==> src/rtl/movdec_pkg.sv <==
package movdec_pkg;

  localparam int BYTE_W     = 8;
  localparam int DISP_W     = 32;
  localparam int DISP_BYTES = DISP_W / BYTE_W;
  localparam int LANE_W     = $clog2(DISP_BYTES);
  localparam int LEN_W      = 4;
  localparam int REG_W      = 3;

  typedef enum logic [1:0] {SZ_8 = 2'd0, SZ_16 = 2'd1, SZ_32 = 2'd2, SZ_64 = 2'd3} opsize_e;

  typedef enum logic [2:0] {
    AM_IND = 3'd0,
    AM_D8  = 3'd1,
    AM_D32 = 3'd2,
    AM_REG = 3'd3,
    AM_ABS = 3'd4
  } amode_e;

  typedef enum logic [1:0] {ST_LEAD, ST_MODRM, ST_DISP, ST_DONE} dstate_e;

  typedef struct packed {
    logic [1:0]       md;
    logic [REG_W-1:0] rg;
    logic [REG_W-1:0] rm;
  } modrm_t;

  function automatic amode_e amode_of(input modrm_t m);
    case (m.md)
      2'b00:   return (m.rm == 3'b101) ? AM_ABS : AM_IND;
      2'b01:   return AM_D8;
      2'b10:   return AM_D32;
      default: return AM_REG;
    endcase
  endfunction

  function automatic logic [2:0] disp_len(input amode_e a);
    case (a)
      AM_D8:          return 3'd1;
      AM_D32, AM_ABS: return 3'd4;
      default:        return 3'd0;
    endcase
  endfunction

  function automatic logic sib_needed(input modrm_t m);
    return (m.rm == 3'b100) && (m.md != 2'b11);
  endfunction

  function automatic opsize_e pick_size(input logic wide, input logic osz, input logic w64);
    if (!wide)    return SZ_8;
    else if (w64) return SZ_64;
    else if (osz) return SZ_16;
    else          return SZ_32;
  endfunction

  function automatic logic [DISP_W-1:0] widen8(input logic [BYTE_W-1:0] b);
    return {{(DISP_W-BYTE_W){b[BYTE_W-1]}}, b};
  endfunction

endpackage

==> src/rtl/movdec_modrm_class.sv <==
module movdec_modrm_class
  import movdec_pkg::*;
(
  input  logic [BYTE_W-1:0] mbyte,
  output logic [REG_W-1:0]  reg_f,
  output logic [REG_W-1:0]  rm_f,
  output logic [2:0]        amode,
  output logic [2:0]        disp_n,
  output logic              sib_bad
);
  modrm_t m;
  amode_e am;

  always_comb begin
    m       = modrm_t'(mbyte);
    am      = amode_of(m);
    reg_f   = m.rg;
    rm_f    = m.rm;
    amode   = am;
    disp_n  = disp_len(am);
    sib_bad = sib_needed(m);
  end
endmodule

==> src/rtl/movdec_disp_acc.sv <==
module movdec_disp_acc
  import movdec_pkg::*;
#(
  parameter int LANES = DISP_BYTES
) (
  input  logic                    clk,
  input  logic                    rst_n,
  input  logic                    clear,
  input  logic                    load,
  input  logic [LANE_W-1:0]       lane,
  input  logic [BYTE_W-1:0]       din,
  output logic [BYTE_W*LANES-1:0] word_next
);
  for (genvar g = 0; g < LANES; g++) begin : g_lane
    logic [BYTE_W-1:0] q;
    logic [BYTE_W-1:0] nx;
    always_comb begin
      if (load && lane == LANE_W'(g)) nx = din;
      else if (clear)                 nx = '0;
      else                            nx = q;
    end
    always_ff @(posedge clk or negedge rst_n) begin
      if (!rst_n) q <= '0;
      else        q <= nx;
    end
    assign word_next[g*BYTE_W +: BYTE_W] = nx;
  end
endmodule

==> src/rtl/movdec_ctrl.sv <==
module movdec_ctrl
  import movdec_pkg::*;
#(
  parameter logic [BYTE_W-1:0] PFX_OSZ  = 8'h66,
  parameter logic [BYTE_W-1:0] PFX_W64  = 8'h48,
  parameter logic [BYTE_W-1:0] OPC_PAIR = 8'h8A
) (
  input  logic              clk,
  input  logic              rst_n,
  input  logic              in_valid,
  input  logic [BYTE_W-1:0] in_byte,
  input  logic              long_mode,
  input  logic [2:0]        disp_n,
  input  logic              sib_bad,
  output logic              in_ready,
  output logic              lead_phase,
  output logic              modrm_phase,
  output logic              disp_phase,
  output logic              done,
  output logic              fin_ok,
  output logic              fin_bad,
  output logic [LEN_W-1:0]  len_next,
  output logic [LANE_W-1:0] lane,
  output logic              wide,
  output logic              osz,
  output logic              w64
);
  dstate_e           st_q, st_d;
  logic [LEN_W-1:0]  len_q;
  logic [LANE_W-1:0] left_q, left_d, lane_q, lane_d;
  logic              wide_q, wide_d, osz_q, osz_d, w64_q, w64_d;
  logic              take;

  assign in_ready    = (st_q != ST_DONE);
  assign done        = (st_q == ST_DONE);
  assign lead_phase  = (st_q == ST_LEAD);
  assign modrm_phase = (st_q == ST_MODRM);
  assign disp_phase  = (st_q == ST_DISP);
  assign take        = in_valid && in_ready;
  assign lane        = lane_q;
  assign wide        = wide_q;
  assign osz         = osz_q;
  assign w64         = w64_q;

  always_comb begin
    st_d    = st_q;
    left_d  = left_q;
    lane_d  = lane_q;
    wide_d  = wide_q;
    osz_d   = osz_q;
    w64_d   = w64_q;
    fin_ok  = 1'b0;
    fin_bad = 1'b0;
    len_next = take ? len_q + LEN_W'(1) : len_q;
    case (st_q)
      ST_LEAD: if (take) begin
        if (in_byte == PFX_OSZ) begin
          if (osz_q || w64_q) fin_bad = 1'b1;
          else                osz_d   = 1'b1;
        end else if (in_byte == PFX_W64) begin
          if (w64_q || !long_mode) fin_bad = 1'b1;
          else                     w64_d   = 1'b1;
        end else if (in_byte[BYTE_W-1:1] == OPC_PAIR[BYTE_W-1:1]) begin
          wide_d = in_byte[0];
          st_d   = ST_MODRM;
        end else begin
          fin_bad = 1'b1;
        end
      end
      ST_MODRM: if (take) begin
        if (sib_bad)           fin_bad = 1'b1;
        else if (disp_n == 3'd0) fin_ok = 1'b1;
        else begin
          st_d   = ST_DISP;
          left_d = LANE_W'(disp_n - 3'd1);
          lane_d = '0;
        end
      end
      ST_DISP: if (take) begin
        if (left_q == '0) fin_ok = 1'b1;
        else begin
          left_d = left_q - LANE_W'(1);
          lane_d = lane_q + LANE_W'(1);
        end
      end
      default: begin
        st_d   = ST_LEAD;
        wide_d = 1'b0;
        osz_d  = 1'b0;
        w64_d  = 1'b0;
        lane_d = '0;
        left_d = '0;
      end
    endcase
    if (fin_ok || fin_bad) st_d = ST_DONE;
  end

  always_ff @(posedge clk or negedge rst_n) begin
    if (!rst_n) begin
      st_q   <= ST_LEAD;
      len_q  <= '0;
      left_q <= '0;
      lane_q <= '0;
      wide_q <= 1'b0;
      osz_q  <= 1'b0;
      w64_q  <= 1'b0;
    end else begin
      st_q   <= st_d;
      len_q  <= (st_q == ST_DONE) ? '0 : len_next;
      left_q <= left_d;
      lane_q <= lane_d;
      wide_q <= wide_d;
      osz_q  <= osz_d;
      w64_q  <= w64_d;
    end
  end
endmodule

==> src/rtl/movdec_top.sv <==
module movdec_top
  import movdec_pkg::*;
#(
  parameter logic [7:0] PFX_OSZ  = 8'h66,
  parameter logic [7:0] PFX_W64  = 8'h48,
  parameter logic [7:0] OPC_PAIR = 8'h8A
) (
  input  logic        clk,
  input  logic        rst_n,
  input  logic        in_valid,
  input  logic [7:0]  in_byte,
  input  logic        long_mode,
  output logic        in_ready,
  output logic        done,
  output logic        bad,
  output logic [3:0]  length,
  output logic [2:0]  dest_reg,
  output logic [1:0]  op_size,
  output logic [2:0]  addr_mode,
  output logic [2:0]  base_reg,
  output logic [31:0] disp
);
  logic              lead_phase, modrm_phase, disp_phase;
  logic              fin_ok, fin_bad, wide, osz, w64;
  logic [LEN_W-1:0]  len_next;
  logic [LANE_W-1:0] lane;
  logic [BYTE_W-1:0] modrm_q, modrm_view;
  logic [REG_W-1:0]  reg_f, rm_f;
  logic [2:0]        amode, disp_n;
  logic              sib_bad;
  logic [DISP_W-1:0] disp_word;
  logic              take_modrm, take_disp;
  logic [DISP_W-1:0] disp_final;

  assign take_modrm = modrm_phase && in_valid;
  assign take_disp  = disp_phase && in_valid;
  assign modrm_view = modrm_phase ? in_byte : modrm_q;

  movdec_ctrl #(.PFX_OSZ(PFX_OSZ), .PFX_W64(PFX_W64), .OPC_PAIR(OPC_PAIR)) u_ctrl (
    .clk(clk), .rst_n(rst_n), .in_valid(in_valid), .in_byte(in_byte),
    .long_mode(long_mode), .disp_n(disp_n), .sib_bad(sib_bad),
    .in_ready(in_ready), .lead_phase(lead_phase), .modrm_phase(modrm_phase),
    .disp_phase(disp_phase), .done(done), .fin_ok(fin_ok), .fin_bad(fin_bad),
    .len_next(len_next), .lane(lane), .wide(wide), .osz(osz), .w64(w64)
  );

  movdec_modrm_class u_class (
    .mbyte(modrm_view), .reg_f(reg_f), .rm_f(rm_f), .amode(amode),
    .disp_n(disp_n), .sib_bad(sib_bad)
  );

  movdec_disp_acc #(.LANES(DISP_BYTES)) u_acc (
    .clk(clk), .rst_n(rst_n), .clear(take_modrm), .load(take_disp),
    .lane(lane), .din(in_byte), .word_next(disp_word)
  );

  always_comb begin
    case (amode_e'(amode))
      AM_D8:          disp_final = widen8(disp_word[BYTE_W-1:0]);
      AM_D32, AM_ABS: disp_final = disp_word;
      default:        disp_final = '0;
    endcase
  end

  always_ff @(posedge clk or negedge rst_n) begin
    if (!rst_n) modrm_q <= '0;
    else if (take_modrm) modrm_q <= in_byte;
  end

  always_ff @(posedge clk or negedge rst_n) begin
    if (!rst_n) begin
      bad       <= 1'b0;
      length    <= '0;
      dest_reg  <= '0;
      op_size   <= '0;
      addr_mode <= '0;
      base_reg  <= '0;
      disp      <= '0;
    end else if (fin_ok || fin_bad) begin
      bad    <= fin_bad;
      length <= len_next;
      if (fin_ok) begin
        dest_reg  <= reg_f;
        op_size   <= pick_size(wide, osz, w64);
        addr_mode <= amode;
        base_reg  <= rm_f;
        disp      <= disp_final;
      end else begin
        dest_reg  <= '0;
        op_size   <= '0;
        addr_mode <= '0;
        base_reg  <= '0;
        disp      <= '0;
      end
    end
  end
endmodule

==> config.mk <==
export PLATFORM = sky130hd
export DESIGN_NAME = movdec_top
export DESIGN_NICKNAME = d
export VERILOG_FILES = /design/src/rtl/movdec_pkg.sv /design/src/rtl/movdec_modrm_class.sv /design/src/rtl/movdec_disp_acc.sv /design/src/rtl/movdec_ctrl.sv /design/src/rtl/movdec_top.sv
export SDC_FILE = /design/constraint.sdc
export NUM_CORES = 1
export LEC_CHECK = 0
export BUFFER_PORTS_ARGS = -buffer_cell sky130_fd_sc_hd__buf_2
export CAP_MARGIN = 10
export CORE_AREA = 5 5 107 109
export CTS_CLUSTER_SIZE = 16
export DETAILED_ROUTE_END_ITERATION = 10
export DIE_AREA = 0 0 112 114
export PLACE_DENSITY = 0.66
export SYNTH_ARGS = -nofsm -noshare
export SYNTH_HDL_FRONTEND = slang
export SYNTH_SLANG_ARGS = --single-unit
==> constraint.sdc <==
create_clock -name clk -period 2.6 [get_ports clk]
set_input_delay 0.13 -clock clk [delete_from_list [all_inputs] [get_ports clk]]
set_output_delay 0.13 -clock clk [all_outputs]
set_load 0.01 [all_outputs]
==> impl_metrics.env, run 1 <==
export IMPL_top_regs="disp (32), u_acc.g_lane.q (32), modrm_q (8)"
export IMPL_crit_family="compound AO/OA/AOI/OAI gates"
export IMPL_clk_pin_slew_ns=0.10
export IMPL_drt_iter0_markers=136
export IMPL_grt_pass1_vias=3553
export IMPL_cp_buffers_inverters=3
export IMPL_antenna_found_initial=0
export IMPL_place_port_buffers=61
export IMPL_path_common_cell="buf_4"
export IMPL_status="finished clean"
export IMPL_maxCapViolCount=0
export IMPL_cts_max_level=3
export IMPL_syn_area_sq_mm=0.004745
export IMPL_hold_slack_ns=0.1854
export IMPL_drtAntennaViolNets=0
export IMPL_diodes=0
export IMPL_start_kind="flip-flop"
export IMPL_end_kind="flip-flop"
export IMPL_fmax_mhz=407.4
export IMPL_rows=38
export IMPL_hold_class="in -> reg"
export IMPL_slowest_delay_ns=0.43
export IMPL_fill_cells=957
export IMPL_timing_setup_tns_ns=0
export IMPL_globalRouteOverflowTotal=0
export IMPL_ir_drop_v=0.0004578
export IMPL_place_area_sq_mm=0.005251
export IMPL_clkLatencyLatePin_ns=0.37
export IMPL_synth_edf_count=0
export IMPL_place_gp_congestion=0.8215
export IMPL_dr_pass1_iters=5
export IMPL_cts_buffers=9
export IMPL_crit_arrival_ns=2.76
export IMPL_path_cells="inv_1 -> ha_2 -> mux2_2 -> nand4b_1 -> a21oi_4 -> buf_4 -> o211ai_1 -> buf_4 -> o2bb2ai_1"
export IMPL_crit_path_start="u_ctrl.st_q[1]$_DFFE_PN0P_"
export IMPL_die_w_microns=112
export IMPL_syn_nets=479
export IMPL_ios=62
export IMPL_async_reset_ff_share_pct=100.0
export IMPL_powerDensity_mw_per_mm2=1136
export IMPL_cts_root_buf="clkbuf_8"
export IMPL_leakagePower_nw=2.821
export IMPL_layout_cells_non_filler=664
export IMPL_final_cell_area_sq_mm=0.005484
export IMPL_clock_sinks=101
export IMPL_cts_tree="yes"
export IMPL_finClkSkew_ns=0.01384
export IMPL_drv_slew=0
export IMPL_worstMarginPinSlew_ns=0.8124
export IMPL_max_slew_margin_pct=44.44
export IMPL_ys_flop_type="dfrtp_1"
export IMPL_cts_buffer_depth=2
export IMPL_vias_per_cell=5.315
export IMPL_rsz0062_at_grt="false"
export IMPL_post_route_period_util_pct=94.41
export IMPL_dp_hpwl_microns=7289
export IMPL_yosysUniqueCellTypes=48
export IMPL_ys_seq_area_share_pct=53.27
export IMPL_setup_viol=0
export IMPL_r2r_start="u_ctrl.st_q[1]$_DFFE_PN0P_"
export IMPL_r2r_slack_ns=0.15
export IMPL_hold_viol=0
export IMPL_drive_above_1_share_pct=21.56
export IMPL_num_nets_final=540
export IMPL_wl_per_cell_microns=16.11
export IMPL_grt_max_degree=56
export IMPL_drc=0
export IMPL_critPathMaxFanout=9
export IMPL_worstPathRequired_ns=2.90
export IMPL_drt_wl_total_microns=10700
export IMPL_start_util_pct=45.15
export IMPL_hp_start="long_mode"
export IMPL_critPathKind="reg -> reg"
export IMPL_ys_seq_elements=101
export IMPL_vias=3529
export IMPL_grt_util_all_layers_pct=17.32
export IMPL_synth_area_per_cell_sq_um=10.36
export IMPL_core_sq_mm=0.01051
export IMPL_ys_warn_count=0
export IMPL_dp_cells=645
export IMPL_utilization_pct=52.19
export IMPL_grt_pass1_wl_microns=17830
export IMPL_dieArea_sq_mm=0.01277
export IMPL_synth_cells=458
export IMPL_period_minus_slack_ns=2.455
export IMPL_area_delta_synth_final_pct=15.59
export IMPL_cp_slowest_cell="dfrtp_1"
export IMPL_die_y_microns=114
[cell families after synthesis]
family / share of synthesized area, %
xor gates and xnor gates: 0.9232
DFF: 53.27
adders and majority gates: 2.373
AOI/OAI and AO/OA: 14.35
muxes: 5.406
and+or+nand+nor: 17.54
buffers and inverters: 6.144
[layer usage]
layer	routed length, microns	global-route usage (%)	share of wire [%]	up-vias
met4	57	4.087	0.53	0
li1	-	-	-	1710
met2	5078	27.82	47	100
met5	0	0	0	-
met3	622	4.085	5.8	5
met1	4937	24.09	46	1714
[tightest hold or removal path, delay by kind of cell]
kind,cells,cell delay (ns)
AND/OR/NAND/NOR,1,0.18
buffers and inverters,1,0.09
AO/OA/AOI/OAI,1,0.12
[cell type report]
type | count | area [sq um] | area share [%]
Clock buffer | 10 | 137.6 | 2.510
Clock inverter | 6 | 52.55 | 0.9582
Tap cell | 140 | 175.2 | 3.194
Timing Repair Buffer | 81 | 501.7 | 9.149
Multi-Input combinational cell | 286 | 1939 | 35.36
Sequential cell | 101 | 2527 | 46.09
Inverter | 40 | 150.1 | 2.738
[metrics by stage]
| step | setup WS (ns) | power, mW |
|---|---|---|
| 2_1_floorplan | 0.3735 | 4.337 |
| 3_3_place_gp | 0.2183 | 5.196 |
| 4_1_cts | 0.03015 | 6.252 |
| 3_5_place_dp | 0.05919 | 5.279 |
| 6_report | 0.1454 | 6.233 |
| 5_1_grt | 0.02700 | 6.740 |
[report_power, final]
part / internal [mW] / total [mW] / switching [mW]
logic: 1.24 / 2.85 / 1.61
clock network: 0.390 / 0.966 / 0.576
registers: 2.13 / 2.42 / 0.293
[layout by cell type (no fill, tap or decap), drive strengths merged, types with 11 or more instances in the layout]
cell type  count
o21ai         29
and2          31
mux2i         11
nand2         46
inv           43
buf           80
a22o          28
o2bb2ai       16
dfrtp        101
mux2          13
nand3         40
[worst paths after layout]
path,end,depth (start not counted)
max,disp[3]$_DFFE_PN0P_,9
min,u_ctrl.w64$_DFFE_PN0P_,3
max in group asynchronous,u_ctrl.len_q[0]$_DFF_PN0_,3
min in group asynchronous,disp[14]$_DFFE_PN0P_,2
min reg2reg,op_size[0]$_DFFE_PN0P_,1
max reg2reg,disp[3]$_DFFE_PN0P_,9
[cells in the mapped netlist (2+ instances only)]
library cell	n	area [sq um]
dfrtp_1	101	2527
nand2_1	46	172.7
inv_1	40	150.1
nand3_1	40	200.2
and2_1	31	193.9
a22o_1	28	245.2
o21ai_0	28	140.1
o2bb2ai_1	16	140.1
clkbuf_1	15	56.30
mux2_2	13	146.4
buf_2	11	55.05
mux2i_1	11	110.1
ha_1	9	112.6
a21oi_1	5	25.02
nor2_1	5	18.77
and3_1	4	25.02
nand2b_1	4	25.02
nor2b_1	4	25.02
nor3_1	4	20.02
buf_1	3	11.26
nand3b_1	3	22.52
nand4b_1	3	26.28
xnor2_1	3	26.28
a31oi_1	2	12.51
nor3b_1	2	15.01
o211ai_1	2	15.01
o22a_1	2	17.52
or3b_1	2	17.52
xor2_1	2	17.52
[timing repair]
action                                  4_1_cts  5_1_grt
hold buffers                                  1        0
endpoints found under the setup margin        0       30
setup buffers                                 0        2
gates resized for setup                       0        4
endpoints found under the hold margin        46        0
Note: power is estimated with default switching activity, not from simulation.
==> inputs of run 2 (changes only) <==
--- a/config.mk
+++ b/config.mk
@@ -5,13 +5,15 @@
 export SDC_FILE = /design/constraint.sdc
 export NUM_CORES = 1
 export LEC_CHECK = 0
-export BUFFER_PORTS_ARGS = -buffer_cell sky130_fd_sc_hd__buf_2
 export CAP_MARGIN = 10
-export CORE_AREA = 5 5 107 109
+export CELL_PAD_IN_SITES_DETAIL_PLACEMENT = 1
+export CELL_PAD_IN_SITES_GLOBAL_PLACEMENT = 2
+export CORE_AREA = 5 5 114 116
 export CTS_CLUSTER_SIZE = 16
 export DETAILED_ROUTE_END_ITERATION = 10
-export DIE_AREA = 0 0 112 114
-export PLACE_DENSITY = 0.66
+export DIE_AREA = 0 0 119 121
+export DONT_BUFFER_PORTS = 1
+export PLACE_DENSITY_LB_ADDON = 0.1
 export SYNTH_ARGS = -nofsm -noshare
 export SYNTH_HDL_FRONTEND = slang
 export SYNTH_SLANG_ARGS = --single-unit
==> run 2 against run 1 <==
Against the previous run: first-iteration DRC count increased by 13%; register-to-register slack got worse by 0.03 ns; clock skew decreased by 0.0093 ns; via count decreased by 3.1%; critical path depth unchanged; global-route usage increased by 1.3 points; critical path type unchanged; critical endpoint is now length[0]$_DFFE_PN0P_.
==> impl_metrics.env, run 2 (synthesized netlist as in run 1, its figures left out) <==
export IMPL_maxCapViolCount=0
export IMPL_place_port_buffers=0
export IMPL_grt_pass1_wl_microns=20710
export IMPL_drive_above_1_share_pct=11.90
export IMPL_grt_util_all_layers_pct=18.67
export IMPL_worstPathRequired_ns=2.84
export IMPL_leakagePower_nw=2.649
export IMPL_die_w_microns=119
export IMPL_dieArea_sq_mm=0.01440
export IMPL_grt_pass1_vias=3793
export IMPL_clock_sinks=101
export IMPL_start_util_pct=40.17
export IMPL_hold_viol=0
export IMPL_rows=40
export IMPL_cts_root_buf="clkbuf_16"
export IMPL_critPathMaxFanout=17
export IMPL_dr_pass1_iters=4
export IMPL_hold_depth=2
export IMPL_vias_per_cell=5.460
export IMPL_die_y_microns=121
export IMPL_hold_path_end="dest_reg[1]$_DFFE_PN0P_"
export IMPL_post_route_period_util_pct=95.73
export IMPL_globalRouteOverflowTotal=0
export IMPL_antenna_found_initial=0
export IMPL_ir_drop_v=0.0004434
export IMPL_wl_per_cell_microns=19.98
export IMPL_vias=3418
export IMPL_final_common_cell="dfrtp_1"
export IMPL_hold_slack_ns=0.007043
export IMPL_r2r_slack_ns=0.11
export IMPL_drtAntennaViolNets=0
export IMPL_worst_slack_ns=0.1109
export IMPL_drt_wl_total_microns=12510
export IMPL_end_kind="flip-flop"
export IMPL_drv_slew=0
export IMPL_max_slew_margin_pct=55.68
export IMPL_clk_pin_slew_ns=0.07
export IMPL_reg2reg_depth=9
export IMPL_mostFrequentLayoutCells="dfrtp_1, nand2_1, nand3_1, inv_1, and2_1"
export IMPL_total_power_mw=6.588
export IMPL_hold_class="in -> reg"
export IMPL_diodes=0
export IMPL_cts_max_level=3
export IMPL_utilization_pct=46.17
export IMPL_period_minus_slack_ns=2.489
export IMPL_status="finished clean"
export IMPL_cts_buffer_depth=2
export IMPL_setup_viol=0
export IMPL_hp_start="in_byte[4]"
export IMPL_cts_tree="yes"
export IMPL_powerDensity_mw_per_mm2=1208
export IMPL_area_delta_synth_final_pct=14.93
export IMPL_dp_hpwl_microns=8076
export IMPL_ios=62
export IMPL_core_sq_mm=0.01181
export IMPL_critPathKind="reg -> reg"
export IMPL_cts_buffers=9
export IMPL_clkLatencyLatePin_ns=0.35
export IMPL_r2r_start="u_ctrl.st_q[1]$_DFFE_PN0P_"
export IMPL_top_regs="disp (32), u_acc.g_lane.q (32), modrm_q (8)"
export IMPL_crit_arrival_ns=2.72
export IMPL_grt_max_degree=102
export IMPL_finClkSkew_ns=0.004571
export IMPL_drc=0
export IMPL_drt_iter0_markers=154
export IMPL_worstMarginPinSlew_ns=0.6632
export IMPL_post_place_ws_ns=-0.1003
export IMPL_fmax_mhz=401.8
export IMPL_start_kind="flip-flop"
export IMPL_r2r_end="length[0]$_DFFE_PN0P_"
export IMPL_num_nets_final=495
export IMPL_place_gp_congestion=0.7778
run 2: power by group:
part | internal [mW] | switching, mW
combinational | 1.11 | 1.43
sequential | 2.13 | 0.502
clock | 0.839 | 0.576
total | 4.08 | 2.50
run 2: area by class of cell:
class	instances	area, sq um
inverter	40	150.1
clock inverter	5	75.07
fill	1292	6359
clock buffer	11	232.7
tap	147	183.9
sequential	101	2527
multi-input combinational	286	1944
timing repair buffer	36	339.1
run 2: timing repair:
item / CTS / global route
endpoints found under the setup margin: 9 / 35
endpoints found under the hold margin: 117 / 0
buffers inserted: 1 / 1
resized for setup: 1 / 7
hold buffers: 11 / 0
pin swaps: 1 / 1
run 2: worst max-delay path: stages (launching register included):
cell and delay, ns:
dfrtp_1 0.40, inv_1 0.09, ha_2 0.22, buf_4 0.18
or3b_1 0.43, nand4b_1 0.19, a21oi_4 0.11, nor3_4 0.17
buf_6 0.23, mux2_2 0.35
run 2: routing by layer:
layer  share of wire, %  vias up  GRT usage [%]
li1                   -     1617              -
met1                 47     1729          24.55
met2                 47       60          29.99
met3                4.0       12          3.636
met4                1.9        0          8.182
met5                  0        -              0
run 2: worst max-delay path by stage:
stage / from / endpoint / slack, ns / cells after the start
final: u_ctrl.st_q[1]$_DFFE_PN0P_ / length[0]$_DFFE_PN0P_ / 0.11 / 9
after global routing: u_ctrl.st_q[1]$_DFFE_PN0P_ / length[2]$_DFFE_PN0P_ / -0.01 / 9
after CTS: u_ctrl.st_q[1]$_DFFE_PN0P_ / disp[5]$_DFFE_PN0P_ / 0.005 / 9
after detailed placement: u_ctrl.st_q[1]$_DFFE_PN0P_ / disp[1]$_DFFE_PN0P_ / -0.10 / 8
after global placement: u_ctrl.st_q[1]$_DFFE_PN0P_ / disp[3]$_DFFE_PN0P_ / 0.05 / 8
after floorplan: u_ctrl.st_q[1]$_DFFE_PN0P_ / length[0]$_DFFE_PN0P_ / 0.37 / 9
run 2: per-stage QoR:
step	TNS (ns)	std cells	area (sq um)
floorplan	0	458	4745
global placement	0	597	4972
detailed placement	-0.6789	597	4972
CTS	0	625	5416
global route	-0.04190	626	5453
finish	0	626	5453
==> inputs of run 3 (changes only) <==
--- a/config.mk
+++ b/config.mk
@@ -13,7 +13,7 @@
 export DETAILED_ROUTE_END_ITERATION = 10
 export DIE_AREA = 0 0 119 121
 export DONT_BUFFER_PORTS = 1
-export PLACE_DENSITY_LB_ADDON = 0.1
+export PLACE_DENSITY = 0.89
 export SYNTH_ARGS = -nofsm -noshare
 export SYNTH_HDL_FRONTEND = slang
 export SYNTH_SLANG_ARGS = --single-unit
==> run 3 against run 2 <==
Against the previous run: global-route usage fell by 0.25 points; wire length barely moved; clock power decreased by 5%; via count rose by 1.3%; critical path depth stayed put; final cell count down 0.96%; critical path type unchanged; largest power group unchanged.
==> impl_metrics.env, run 3 (synthesized netlist as in run 1, its figures left out) <==
export IMPL_cts_buffer_depth=2
export IMPL_diodes=0
export IMPL_place_gp_congestion=0.7962
export IMPL_dp_hpwl_microns=8212
export IMPL_worst_slack_ns=0.1190
export IMPL_globalRouteOverflowTotal=0
export IMPL_grt_pass1_vias=3693
export IMPL_end_kind="flip-flop"
export IMPL_fill_cells=1319
export IMPL_multi_input_area_sq_mm=0.001929
export IMPL_hold_viol=0
export IMPL_antenna_found_initial=0
export IMPL_post_route_period_util_pct=95.42
export IMPL_grt_util_all_layers_pct=18.41
export IMPL_die_y_microns=121
export IMPL_utilization_pct=45.44
export IMPL_clk_pin_slew_ns=0.07
export IMPL_wl_per_cell_microns=20.16
export IMPL_cts_buffers=9
export IMPL_place_port_buffers=0
export IMPL_internal_power_mw=3.923
export IMPL_grt_max_degree=102
export IMPL_p_sw_mw=2.512
export IMPL_top_regs="disp (32), u_acc.g_lane.q (32), modrm_q (8)"
export IMPL_seqCellArea_sq_mm=0.002527
export IMPL_grt_pass1_wl_microns=20550
export IMPL_powerDensity_mw_per_mm2=1199
export IMPL_clkLatencyLatePin_ns=0.36
export IMPL_ir_drop_v=0.0004942
export IMPL_drtAntennaViolNets=0
export IMPL_drt_wl_total_microns=12500
export IMPL_vias_per_cell=5.582
export IMPL_core_sq_mm=0.01181
export IMPL_drt_iter0_markers=203
export IMPL_start_util_pct=40.17
export IMPL_r2r_slack_ns=0.12
export IMPL_path_cells="inv_1 -> ha_2 -> buf_4 -> mux2i_1 -> nand4b_1 -> a21oi_2 -> nor3_4 -> buf_12 -> a22o_1"
export IMPL_drv_slew=0
export IMPL_start_kind="flip-flop"
export IMPL_die_w_microns=119
export IMPL_timing_setup_tns_ns=0
export IMPL_rsz0062_at_grt="false"
export IMPL_area_delta_synth_final_pct=13.13
export IMPL_cts_tree="yes"
export IMPL_dr_pass1_iters=6
export IMPL_fmax_mhz=403.1
export IMPL_worstMarginPinSlew_ns=0.7941
export IMPL_clock_sinks=101
export IMPL_crit_arrival_ns=2.72
export IMPL_cts_max_level=3
export IMPL_ios=62
export IMPL_max_slew_margin_pct=46.92
export IMPL_final_common_cell="dfrtp_1"
export IMPL_maxCapViolCount=0
export IMPL_seqPwrFrac_pct=41.2
export IMPL_drc=0
export IMPL_post_place_ws_ns=0.01172
export IMPL_critPathMaxFanout=38
export IMPL_critPathKind="reg -> reg"
export IMPL_cp_slowest_cell="dfrtp_1"
export IMPL_leakagePower_nw=2.598
export IMPL_cts_root_buf="clkbuf_16"
export IMPL_setup_viol=0
export IMPL_slowest_delay_ns=0.39
export IMPL_rows=40
export IMPL_status="finished clean"
export IMPL_drive_above_1_share_pct=10.57
export IMPL_worstPathRequired_ns=2.84
export IMPL_power_frac_comb_pct=37.9
export IMPL_switching_share_pct=39.04
export IMPL_num_nets_final=489
export IMPL_vias=3461
export IMPL_hold_class="in -> reg"
export IMPL_dieArea_sq_mm=0.01440
export IMPL_clockPowerShare_pct=20.9
export IMPL_mostFrequentLayoutCells="dfrtp_1, nand2_1, nand3_1, inv_1, and2_1"
export IMPL_finClkSkew_ns=0.01330
export IMPL_period_minus_slack_ns=2.481
[run 3: worst max-delay path: cells and delay by family (launching register included)]
family / cells / cell delay (ns)
simple gates: 2 / 0.32
flops: 1 / 0.39
mux: 1 / 0.37
fa+ha+maj: 1 / 0.24
buf+inv: 3 / 0.44
compound gates: 2 / 0.59
[run 3: through the flow]
step / hold WS, ns / cell area [sq um] / power [mW] / cells
floorplan: -0.1656 / 4745 / 4.337 / 458
global placement: -0.1600 / 4920 / 4.894 / 590
detailed placement: -0.1602 / 4920 / 5.046 / 590
CTS: 0.0001478 / 5341 / 6.467 / 617
global route: 0.008250 / 5368 / 6.910 / 620
finish: 0.006041 / 5368 / 6.434 / 620
[run 3: cell type report]
cell class                 count  share of cell area [%]
clock inverter                 5                   1.119
timing repair buffer          30                   5.291
sequential                   101                   47.09
multi-input combinational    286                   35.94
tap                          147                   3.427
inverter                      40                   2.797
clock buffer                  11                   4.336
[run 3: power by group through the flow]
stage	combinational (mW)	clock, mW	sequential, mW
after floorplan	1.79	0	2.55
after global placement	2.22	0	2.68
after detailed placement	2.36	0	2.69
after CTS	2.42	1.38	2.67
after global routing	2.73	1.46	2.73
final	2.44	1.35	2.65
[run 3: worst paths after layout]
path                                            startpoint                              to  depth (start not counted)
worst min register to register      modrm_q[4]$_DFFE_PN0P_          modrm_q[4]$_DFFE_PN0P_                          1
worst min-delay path                            in_byte[4]         dest_reg[1]$_DFFE_PN0P_                          2
worst max register to register  u_ctrl.st_q[1]$_DFFE_PN0P_            disp[22]$_DFFE_PN0P_                          9
max in group asynchronous                            rst_n                 bad$_DFFE_PN0P_                          2
min in group asynchronous                            rst_n  u_acc.g_lane[2].q[3]$_DFF_PN0_                          2
worst max-delay path            u_ctrl.st_q[1]$_DFFE_PN0P_            disp[22]$_DFFE_PN0P_                          9
[run 3: what timing repair did]
action                                  4_1_cts  5_1_grt
gates cloned                                  0        1
hold buffers                                 11        0
endpoints found under the setup margin        1       12
buffers inserted                              0        2
gates resized for setup                       1        2
pin swaps                                     0        2
hold endpoints to repair                    116        0
[run 3: per-layer routing]
layer / GRT usage (%) / wire length, microns / up-vias
li1: - / - / 1600
met1: 23.82 / 5602 / 1763
met2: 29.42 / 5963 / 78
met3: 5.455 / 697 / 20
met4: 6.445 / 236 / 0
met5: 0 / 0 / -
